<file path="src/rtl/flag_ofs_pkg.sv">
package flag_ofs_pkg;

  // Strobes from the sequencing control to the offset datapath.
  typedef struct packed {
    logic shiftEn;     // take serData into the shift register
    logic shiftClr;    // discard partial serial bits
    logic ldEmpty;     // write the almost-empty offset
    logic ldFull;      // write the almost-full offset
    logic ldSerial;    // source of the write: 1 = serial word, 0 = dataIn
    logic outOfs;      // load an offset into the output register
    logic outSelFull;  // which offset goes out: 1 = almost-full
    logic outFifo;     // load fifoData into the output register
  } ofsStrobe_t;

endpackage

</file>
<file path="src/rtl/flag_ofs_ctrl.sv">
module flag_ofs_ctrl
  import flag_ofs_pkg::*;
#(
  parameter int OFS_W = 12
) (
  input  logic       clk,
  input  logic       rst,
  input  logic       narrowMode,
  input  logic       loadSel,
  input  logic       wrEn,
  input  logic       rdEn,
  input  logic       serEn,
  output ofsStrobe_t strobe,
  output logic       protoErr
);

  localparam int CNT_W = $clog2(OFS_W + 1);
  localparam logic [CNT_W-1:0] LAST_NARROW = CNT_W'(OFS_W - 1);
  localparam logic [CNT_W-1:0] LAST_WIDE   = CNT_W'(OFS_W - 2);

  logic             seqFull;   // pointer: 0 = almost-empty, 1 = almost-full
  logic             lastRead;  // previous clock was an accepted readback
  logic [CNT_W-1:0] bitCnt;
  logic [CNT_W-1:0] lastBit;

  logic doWrite, readTry, doRead, readErr, doSerial, serialDone, advance;

  assign lastBit    = narrowMode ? LAST_NARROW : LAST_WIDE;

  // Request decode with fixed priority: write, then readback, then serial bit.
  assign doWrite    = loadSel & wrEn;
  assign readTry    = loadSel & ~wrEn & rdEn;
  assign doRead     = readTry & ~lastRead;
  assign readErr    = readTry & lastRead;
  assign doSerial   = loadSel & ~wrEn & ~rdEn & serEn;
  assign serialDone = doSerial & (bitCnt == lastBit);
  assign advance    = doWrite | doRead | serialDone;

  always_comb begin
    strobe            = '0;
    strobe.shiftEn    = doSerial & ~serialDone;
    strobe.shiftClr   = ~loadSel | doWrite | readTry | serialDone;
    strobe.ldEmpty    = (doWrite | serialDone) & ~seqFull;
    strobe.ldFull     = (doWrite | serialDone) & seqFull;
    strobe.ldSerial   = serialDone;
    strobe.outOfs     = doRead;
    strobe.outSelFull = seqFull;
    strobe.outFifo    = ~loadSel & rdEn;
  end

  always_ff @(posedge clk) begin
    if (rst) begin
      seqFull  <= 1'b0;
      lastRead <= 1'b0;
      protoErr <= 1'b0;
      bitCnt   <= '0;
    end else begin
      lastRead <= doRead;
      protoErr <= readErr;
      if (!loadSel)     seqFull <= 1'b0;
      else if (advance) seqFull <= ~seqFull;
      if (strobe.shiftClr)     bitCnt <= '0;
      else if (strobe.shiftEn) bitCnt <= bitCnt + 1'b1;
    end
  end

endmodule

</file>
<file path="src/rtl/flag_ofs_datapath.sv">
module flag_ofs_datapath
  import flag_ofs_pkg::*;
#(
  parameter int OFS_W   = 12,
  parameter int DATA_W  = 18,
  parameter int DEF_OFS = 127
) (
  input  logic              clk,
  input  logic              rst,
  input  ofsStrobe_t        strobe,
  input  logic              narrowMode,
  input  logic              serData,
  input  logic [DATA_W-1:0] dataIn,
  input  logic [DATA_W-1:0] fifoData,
  output logic [OFS_W-1:0]  emptyOfs,
  output logic [OFS_W-1:0]  fullOfs,
  output logic [DATA_W-1:0] dataOut
);

  localparam logic [OFS_W-1:0] RESET_OFS = OFS_W'(DEF_OFS);
  localparam logic [OFS_W-1:0] WIDE_MASK = {1'b0, {(OFS_W-1){1'b1}}};
  localparam int PAD_W = DATA_W - OFS_W;

  logic [OFS_W-1:0]  shReg;
  logic [OFS_W-1:0]  shNext;
  logic [OFS_W-1:0]  serialWord;
  logic [OFS_W-1:0]  parWord;
  logic [OFS_W-1:0]  newOfs;
  logic [OFS_W-1:0]  readSel;
  logic [DATA_W-1:0] readWord;

  // LSB-first: each new bit enters at the top; a short word sits one place high.
  assign shNext     = {serData, shReg[OFS_W-1:1]};
  assign serialWord = narrowMode ? shNext : (shNext >> 1);
  assign parWord    = narrowMode ? dataIn[OFS_W-1:0] : (dataIn[OFS_W-1:0] & WIDE_MASK);
  assign newOfs     = strobe.ldSerial ? serialWord : parWord;
  assign readSel    = strobe.outSelFull ? fullOfs : emptyOfs;

  generate
    if (PAD_W > 0) begin : g_pad
      assign readWord = {{PAD_W{1'b0}}, readSel};
    end else begin : g_nopad
      assign readWord = readSel[DATA_W-1:0];
    end
  endgenerate

  always_ff @(posedge clk) begin
    if (rst) begin
      shReg    <= '0;
      emptyOfs <= RESET_OFS;
      fullOfs  <= RESET_OFS;
      dataOut  <= '0;
    end else begin
      if (strobe.shiftClr)     shReg <= '0;
      else if (strobe.shiftEn) shReg <= shNext;
      if (strobe.ldEmpty) emptyOfs <= newOfs;
      if (strobe.ldFull)  fullOfs  <= newOfs;
      if (strobe.outOfs)       dataOut <= readWord;
      else if (strobe.outFifo) dataOut <= fifoData;
    end
  end

endmodule

</file>
<file path="src/rtl/flag_offset_regs.sv">
module flag_offset_regs
  import flag_ofs_pkg::*;
#(
  parameter int ADDR_BITS = 11,
  parameter int DATA_W    = 18,
  parameter int DEF_OFS   = 127
) (
  input  logic                 clk,
  input  logic                 rst,
  input  logic                 narrowMode,
  input  logic                 loadSel,
  input  logic                 wrEn,
  input  logic [DATA_W-1:0]    dataIn,
  input  logic                 rdEn,
  input  logic [DATA_W-1:0]    fifoData,
  output logic [DATA_W-1:0]    dataOut,
  input  logic                 serEn,
  input  logic                 serData,
  output logic [ADDR_BITS:0]   emptyOfs,
  output logic [ADDR_BITS:0]   fullOfs,
  output logic                 protoErr
);

  localparam int OFS_W = ADDR_BITS + 1;

  ofsStrobe_t strobe;

  flag_ofs_ctrl #(.OFS_W(OFS_W)) u_ctrl (
    .clk        (clk),
    .rst        (rst),
    .narrowMode (narrowMode),
    .loadSel    (loadSel),
    .wrEn       (wrEn),
    .rdEn       (rdEn),
    .serEn      (serEn),
    .strobe     (strobe),
    .protoErr   (protoErr)
  );

  flag_ofs_datapath #(.OFS_W(OFS_W), .DATA_W(DATA_W), .DEF_OFS(DEF_OFS)) u_dp (
    .clk        (clk),
    .rst        (rst),
    .strobe     (strobe),
    .narrowMode (narrowMode),
    .serData    (serData),
    .dataIn     (dataIn),
    .fifoData   (fifoData),
    .emptyOfs   (emptyOfs),
    .fullOfs    (fullOfs),
    .dataOut    (dataOut)
  );

endmodule

</file>
<file path="config.mk">
export PLATFORM = sky130hd
export DESIGN_NAME = flag_offset_regs
export DESIGN_NICKNAME = d
export VERILOG_FILES = /design/src/rtl/flag_ofs_pkg.sv /design/src/rtl/flag_ofs_ctrl.sv /design/src/rtl/flag_ofs_datapath.sv /design/src/rtl/flag_offset_regs.sv
export SDC_FILE = /design/constraint.sdc
export NUM_CORES = 1
export LEC_CHECK = 0
export CAP_MARGIN = 0
export CORE_ASPECT_RATIO = 1.25
export CORE_UTILIZATION = 42
export CTS_CLUSTER_SIZE = 25
export DETAILED_ROUTE_END_ITERATION = 10
export GPL_ROUTABILITY_DRIVEN = 0
export PLACE_DENSITY_LB_ADDON = 0.2
export SLEW_MARGIN = 20
export SYNTH_ARGS = -nofsm -noshare
export SYNTH_HDL_FRONTEND = slang
export SYNTH_SLANG_ARGS = --single-unit
</file>
<file path="constraint.sdc">
create_clock -name clk -period 1.85 [get_ports clk]
set_clock_uncertainty 0.15 [all_clocks]
set_input_delay 0.37 -clock clk [delete_from_list [all_inputs] [get_ports clk]]
set_output_delay 0.37 -clock clk [all_outputs]
set_load 0.1 [all_outputs]
</file>
==> Word level (Yosys, flattened, before mapping) <==
Index checks and enable logic that the tools add are counted.
{ "word_totals": {"ff_bits": 61, "latch_bits": 0, "mem_bits_rw": 0, "romBits": 0, "in_bits": 44, "out_inout_bits": 43, "elab_cells": 46, "n_memories": 0} }
{ "classes": {"add_sub_neg": 1, "mul": 0, "div_mod_pow": 0, "magnitude_cmp": 0, "n_eq_ne": 1, "shifts": 0, "n_mux": 7, "bitwise": 24, "reduce_logical": 4} }
{ "op_table": {"columns": ["operator", "count"], "rows": [
  ["$mux W12", 6],
  ["$and A1 B1 Y1", 12],
  ["$not A1 Y1", 6],
  ["$or A1 B1 Y1", 6],
  ["$reduce_or A2 Y1", 3],
  ["$add A4 B1 Y4 const B", 1],
  ["$eq A4 B4 Y1", 1],
  ["$reduce_bool A2 Y1", 1],
  ["$mux W1", 1]
]} }

==> Longest topological paths before layout <==
{ "logic_depth": {"word_depth": 7, "mapped_depth": 7, "ltp_nobuf": 4} }

==> Cells and area by module <==
Synthesis repeated with hierarchy kept, for this count alone.
{ "hier_totals": {"cells_unflattened": 288, "area_unflattened_um2": 2876.5} }
{ "modules_own_cells": {"columns": ["module", "n_inst", "cells_per_inst", "area_each_um2", "seq_area_each_um2"], "rows": [
  ["flag_ofs_datapath", 1, 233, 2427.3, 1061.0],
  ["flag_ofs_ctrl", 1, 55, 449.2, 140.1]
]} }

==> Least setup slack after synthesis <==
Ideal clock, no wire load.
{ "synth_path": {"kind": "input port to flip-flop", "from": "in wrEn", "to": "reg u_dp.dataOut[11]", "setup_ps": 142, "arrival_time_ps": 1573, "path_slack_ps": -16, "path_stages": 6, "path_buffers": 2, "cell_sequence": "nand2b_1 -> or3b_2 -> buf_2 -> buf_1 -> a211oi_1 -> a311oi_1"} }
{ "synth_via": {"elab_chain_cells": 5, "elab_cells_between_ends": 6} }
{ "synth_lines": {"columns": ["item", "line_no", "source"], "rows": [
  ["from (decl)", "flag_offset_regs.sv:12", "input logic wrEn,"],
  ["$not A1 Y1 (*)", "flag_ofs_ctrl.sv:32", "assign readTry = loadSel & ~wrEn & rdEn;"],
  ["$and A1 B1 Y1 (*) (2 in series)", "flag_ofs_ctrl.sv:32", null],
  ["$and A1 B1 Y1 (*)", "flag_ofs_ctrl.sv:33", "assign doRead = readTry & ~lastRead;"],
  ["$mux W12 or $reduce_bool A2 Y1 (tied branches)", null, null],
  ["to (signal assigned)", "flag_ofs_datapath.sv:58", "if (strobe.outOfs) dataOut <= readWord;"],
  ["to (signal assigned)", "flag_ofs_datapath.sv:59", "else if (strobe.outFifo) dataOut <= fifoData;"],
  ["to (decl)", "flag_ofs_datapath.sv:17", "output logic [DATA_W-1:0] dataOut"]
]} }
Mark *: on every way between the ends. The rest lies on a longest branch, timed or not.
A chain may end at the register's enable or synchronous reset.

==> Worst setup path in the final report <==
{ "layout_path": {"from": "in narrowMode", "to": "reg u_dp.fullOfs[11]"} }
{ "layout_via": {"elab_chain_cells": 5, "elab_cells_between_ends": 8} }
{ "layout_lines": {"columns": ["item", "line_no", "source"], "rows": [
  ["from (decl)", "flag_offset_regs.sv:10", "input logic narrowMode,"],
  ["$mux W1", "flag_ofs_ctrl.sv:28", "assign lastBit = narrowMode ? LAST_NARROW : LAST_WIDE;"],
  ["$eq A4 B4 Y1", "flag_ofs_ctrl.sv:36", "assign serialDone = doSerial & (bitCnt == lastBit);"],
  ["$and A1 B1 Y1", "flag_ofs_ctrl.sv:36", null],
  ["$or A1 B1 Y1", "flag_ofs_ctrl.sv:44", "strobe.ldFull = (doWrite | serialDone) & seqFull;"],
  ["$and A1 B1 Y1", "flag_ofs_ctrl.sv:44", null],
  ["to (signal assigned)", "flag_ofs_datapath.sv:57", "if (strobe.ldFull) fullOfs <= newOfs;"],
  ["to (decl)", "flag_ofs_datapath.sv:16", "output logic [OFS_W-1:0] fullOfs,"]
]} }
Parallel ways exist; a longest one is shown, timed or not.

==> impl_metrics.py <==
metrics = {
    "routing": {
        "drtAntennaViolNets": 0,
        "vias_per_cell": 5.27,
        "wl_per_cell_um": 15.5,
        "vias": 2535,
        "drt_pass1_iterations": 4,
        "drcViolationCount": 0,
        "finalWirelength_um": 7460,
        "drt_iter0_drc": 75,
    },
    "power": {
        "p_int_mw": 2.39,
        "power_mw": 3.47,
        "pwr_density_cell_nw_per_um2": 752,
        "pwr-share-comb_pct": 24.9,
        "power_frac_clock_pct": 34.7,
        "p_sw_share_pct": 31.0,
        "leakagePower_nw": 1.84,
        "ir_drop_v": 0.000633,
        "power.switching_mw": 1.08,
        "p_seq_share_pct": 40.3,
    },
    "min_path": {
        "hold_class": "flip-flop to flip-flop",
    },
    "sta": {
        "fin_crit_ps": 1840,
        "hold_violations": 0,
        "finalCritPeriodShare_pct": 99.6,
        "slew-limit-headroom_pct": 77.2,
        "slew_violations": 0,
        "max_freq_mhz": 543,
        "fin_setup_tns_ps": 0,
        "worstMarginPinSlew_ps": 341,
        "worst_slack_ps": 8.05,
        "final-setup-viol-count": 0,
    },
    "synthesis": {
        "ys_seq_area_share_pct": 44.4,
        "synth_area_per_cell_um2": 9.19,
        "yosys_warnings": 0,
        "synthFlopType": "dfxtp_1",
        "synth_nets": 339,
        "ys_top_cells_by_area": "dfxtp_1 (44%), mux2i_1 (8.5%), nand2_1 (5.3%)",
        "yosys.area.top_type": "dfxtp_1",
        "netlist_instances": 294,
        "synth.distinct_cells": 38,
        "syn_area_um2": 2700,
        "synth_seq_cells": 60,
        "async_flop_share_pct": 0,
        "synth_edf_count": 0,
        "synth_top_area_share_pct": 44.4,
    },
    "cells_and_area": {
        "final_layout_size_suffix_gt1_share_pct": 30.6,
        "finalInstanceArea_um2": 4610,
        "diodes": 0,
        "nNetsFinal": 436,
        "area_growth_pct": 70.5,
    },
    "clocking": {
        "hold_buffers": 0,
        "root_buffer": "clkbuf_8",
        "cts_tree": "done",
        "numCtsBuffers": 9,
        "htree_num_levels": 3,
        "insertion_delay_ps": 340,
        "clk_pin_slew_worst_paths_ps": 70,
        "clock_path_buffers": 2,
        "cts.sinks": 60,
    },
    "run": {
        "max-cap-violations": 0,
    },
    "placement": {
        "dpl-instance-area_um2": 4210,
        "io_buffers": 80,
        "place_hpwl_um": 5240,
        "place_ws_ps": -508,
    },
    "run_status": {
        "outcome": "completed",
    },
    "grt": {
        "grtUsageTotal_pct": 22.3,
        "first_global_vias": 2358,
        "grt-ovfl-total": 0,
        "antenna_found_initial": 0,
        "grt_pass1_wl_um": 11400,
        "grt_max_degree": 24,
    },
    "floorplanning": {
        "ios": 87,
        "dieWidth_um": 73.8,
        "initial_utilization_pct": 43.5,
        "core_area_um2": 6210,
        "dieHeight_um": 91.7,
        "dieArea_um2": 6760,
        "rows": 32,
    },
    "worst_setup_path": {
        "path_class": "input port to flip-flop",
        "cp-end-kind": "flip-flop",
        "start_kind": "input port",
        "critPathRequiredTime_ps": 1940,
        "crit_fanout": 11,
        "cp.arrival_ps": 1930,
    },
}
power groups by stage:
| stage | combinational (mW) | sequential, mW | clock, mW |
|---|---|---|---|
| finish | 0.865 | 1.40 | 1.20 |
| floorplan | 0.155 | 1.72 | 0 |
| CTS | 0.841 | 1.40 | 1.23 |
| global route | 0.899 | 1.40 | 1.28 |
| global placement | 0.830 | 1.42 | 0 |
| detailed placement | 0.837 | 1.43 | 0 |
metrics by stage:
step,hold WS [ps],std cells,util (%)
global placement,288,461,67.9
global route,322,481,74.3
detailed placement,293,461,67.9
CTS,311,478,71.7
finish,308,481,74.3
floorplan,266,294,-
cell usage after synthesis, drive strengths merged, types with 3 or more instances:
cell	count
o31ai	8
inv	3
a21oi	20
nand3b	10
mux2i	23
o21ai	14
clkbuf	18
nand2	38
a211oi	12
nor2	16
nand2b	3
dfxtp	60
mux2	11
buf	9
nor2b	13
a311oi	12
xor2	3
final cells by class:
type,instances,area [um2]
fill,440,1600
sequential,60,1200
timing repair buffer,113,1610
inverter,3,11.3
clock buffer,12,155
clock inverter,4,47.5
tap,85,106
multi-input combinational,204,1480
layer usage:
layer  track usage [%]  vias to the layer above  part of all wire [%]
met3              5.49                       11                   5.4
met4              10.1                        0                   1.7
met2              37.2                       82                    51
li1                  -                     1254                     -
met1              26.5                     1188                    42
met5                 0                        -                     0
worst max-delay path, cell delays in order:
cell	delay, ps
clkdlybuf4s50_1	480
xnor2_2	170
buf_4	160
a41oi_4	360
clkbuf_16	230
nand3b_1	80
o41ai_1	70
final timing paths:
kind / from / slack (ps) / to / cells after the start
worst max register to register: u_ctrl.bitCnt[2] / 150 / u_dp.fullOfs[11] / 6
worst max-delay path: narrowMode / 8 / u_dp.fullOfs[11] / 7
worst min register to register: u_ctrl.lastRead / 310 / u_ctrl.protoErr / 2
worst min-delay path: u_ctrl.lastRead / 310 / u_ctrl.protoErr / 2
what timing repair did:
action                                  in CTS  in global routing
endpoints found under the setup margin      34                 36
buffers inserted                             2                  0
pin swaps                                    0                  4
resized for setup                            7                 18
gates cloned                                 0                  3
placed cells by master (no fill, tap or decap), types with 2 or more instances in the layout:
cell type	count
dfxtp_1	60
buf_12	48
nand2_1	38
clkdlybuf4s50_1	34
buf_4	23
mux2i_1	20
a21oi_1	20
nor2_1	16
nor2b_1	13
o21ai_0	12
mux2_2	11
clkbuf_8	11
nand3b_1	10
a311oi_1	9
o31ai_1	8
a211oi_1	8
inv_1	3
mux2i_2	3
a311oi_2	3
xor2_1	3
a211oi_2	3
clkbuf_16	3
and3b_1	2
nand2b_1	2
o41ai_1	2
o21ai_1	2
clkinv_2	2
dlymetal6s2s_1	2
cells by family after synthesis:
group	synth area share [%]
AOI/OAI and AO/OA	18.0
xor gates and xnor gates	1.30
adders and majority gates	0.463
buffers and inverters	5.00
DFF	44.4
muxes	13.1
and+or+nand+nor	17.7
sequential cells by signal, indices dropped and copies added, names as in the netlist:
name and flops:
u_dp.dataOut 18, u_dp.emptyOfs 12, u_dp.fullOfs 12, u_dp.shReg 11, u_ctrl.bitCnt 4, u_ctrl.lastRead 1
u_ctrl.protoErr 1, u_ctrl.seqFull 1
(Power assumes the default switching activity.)
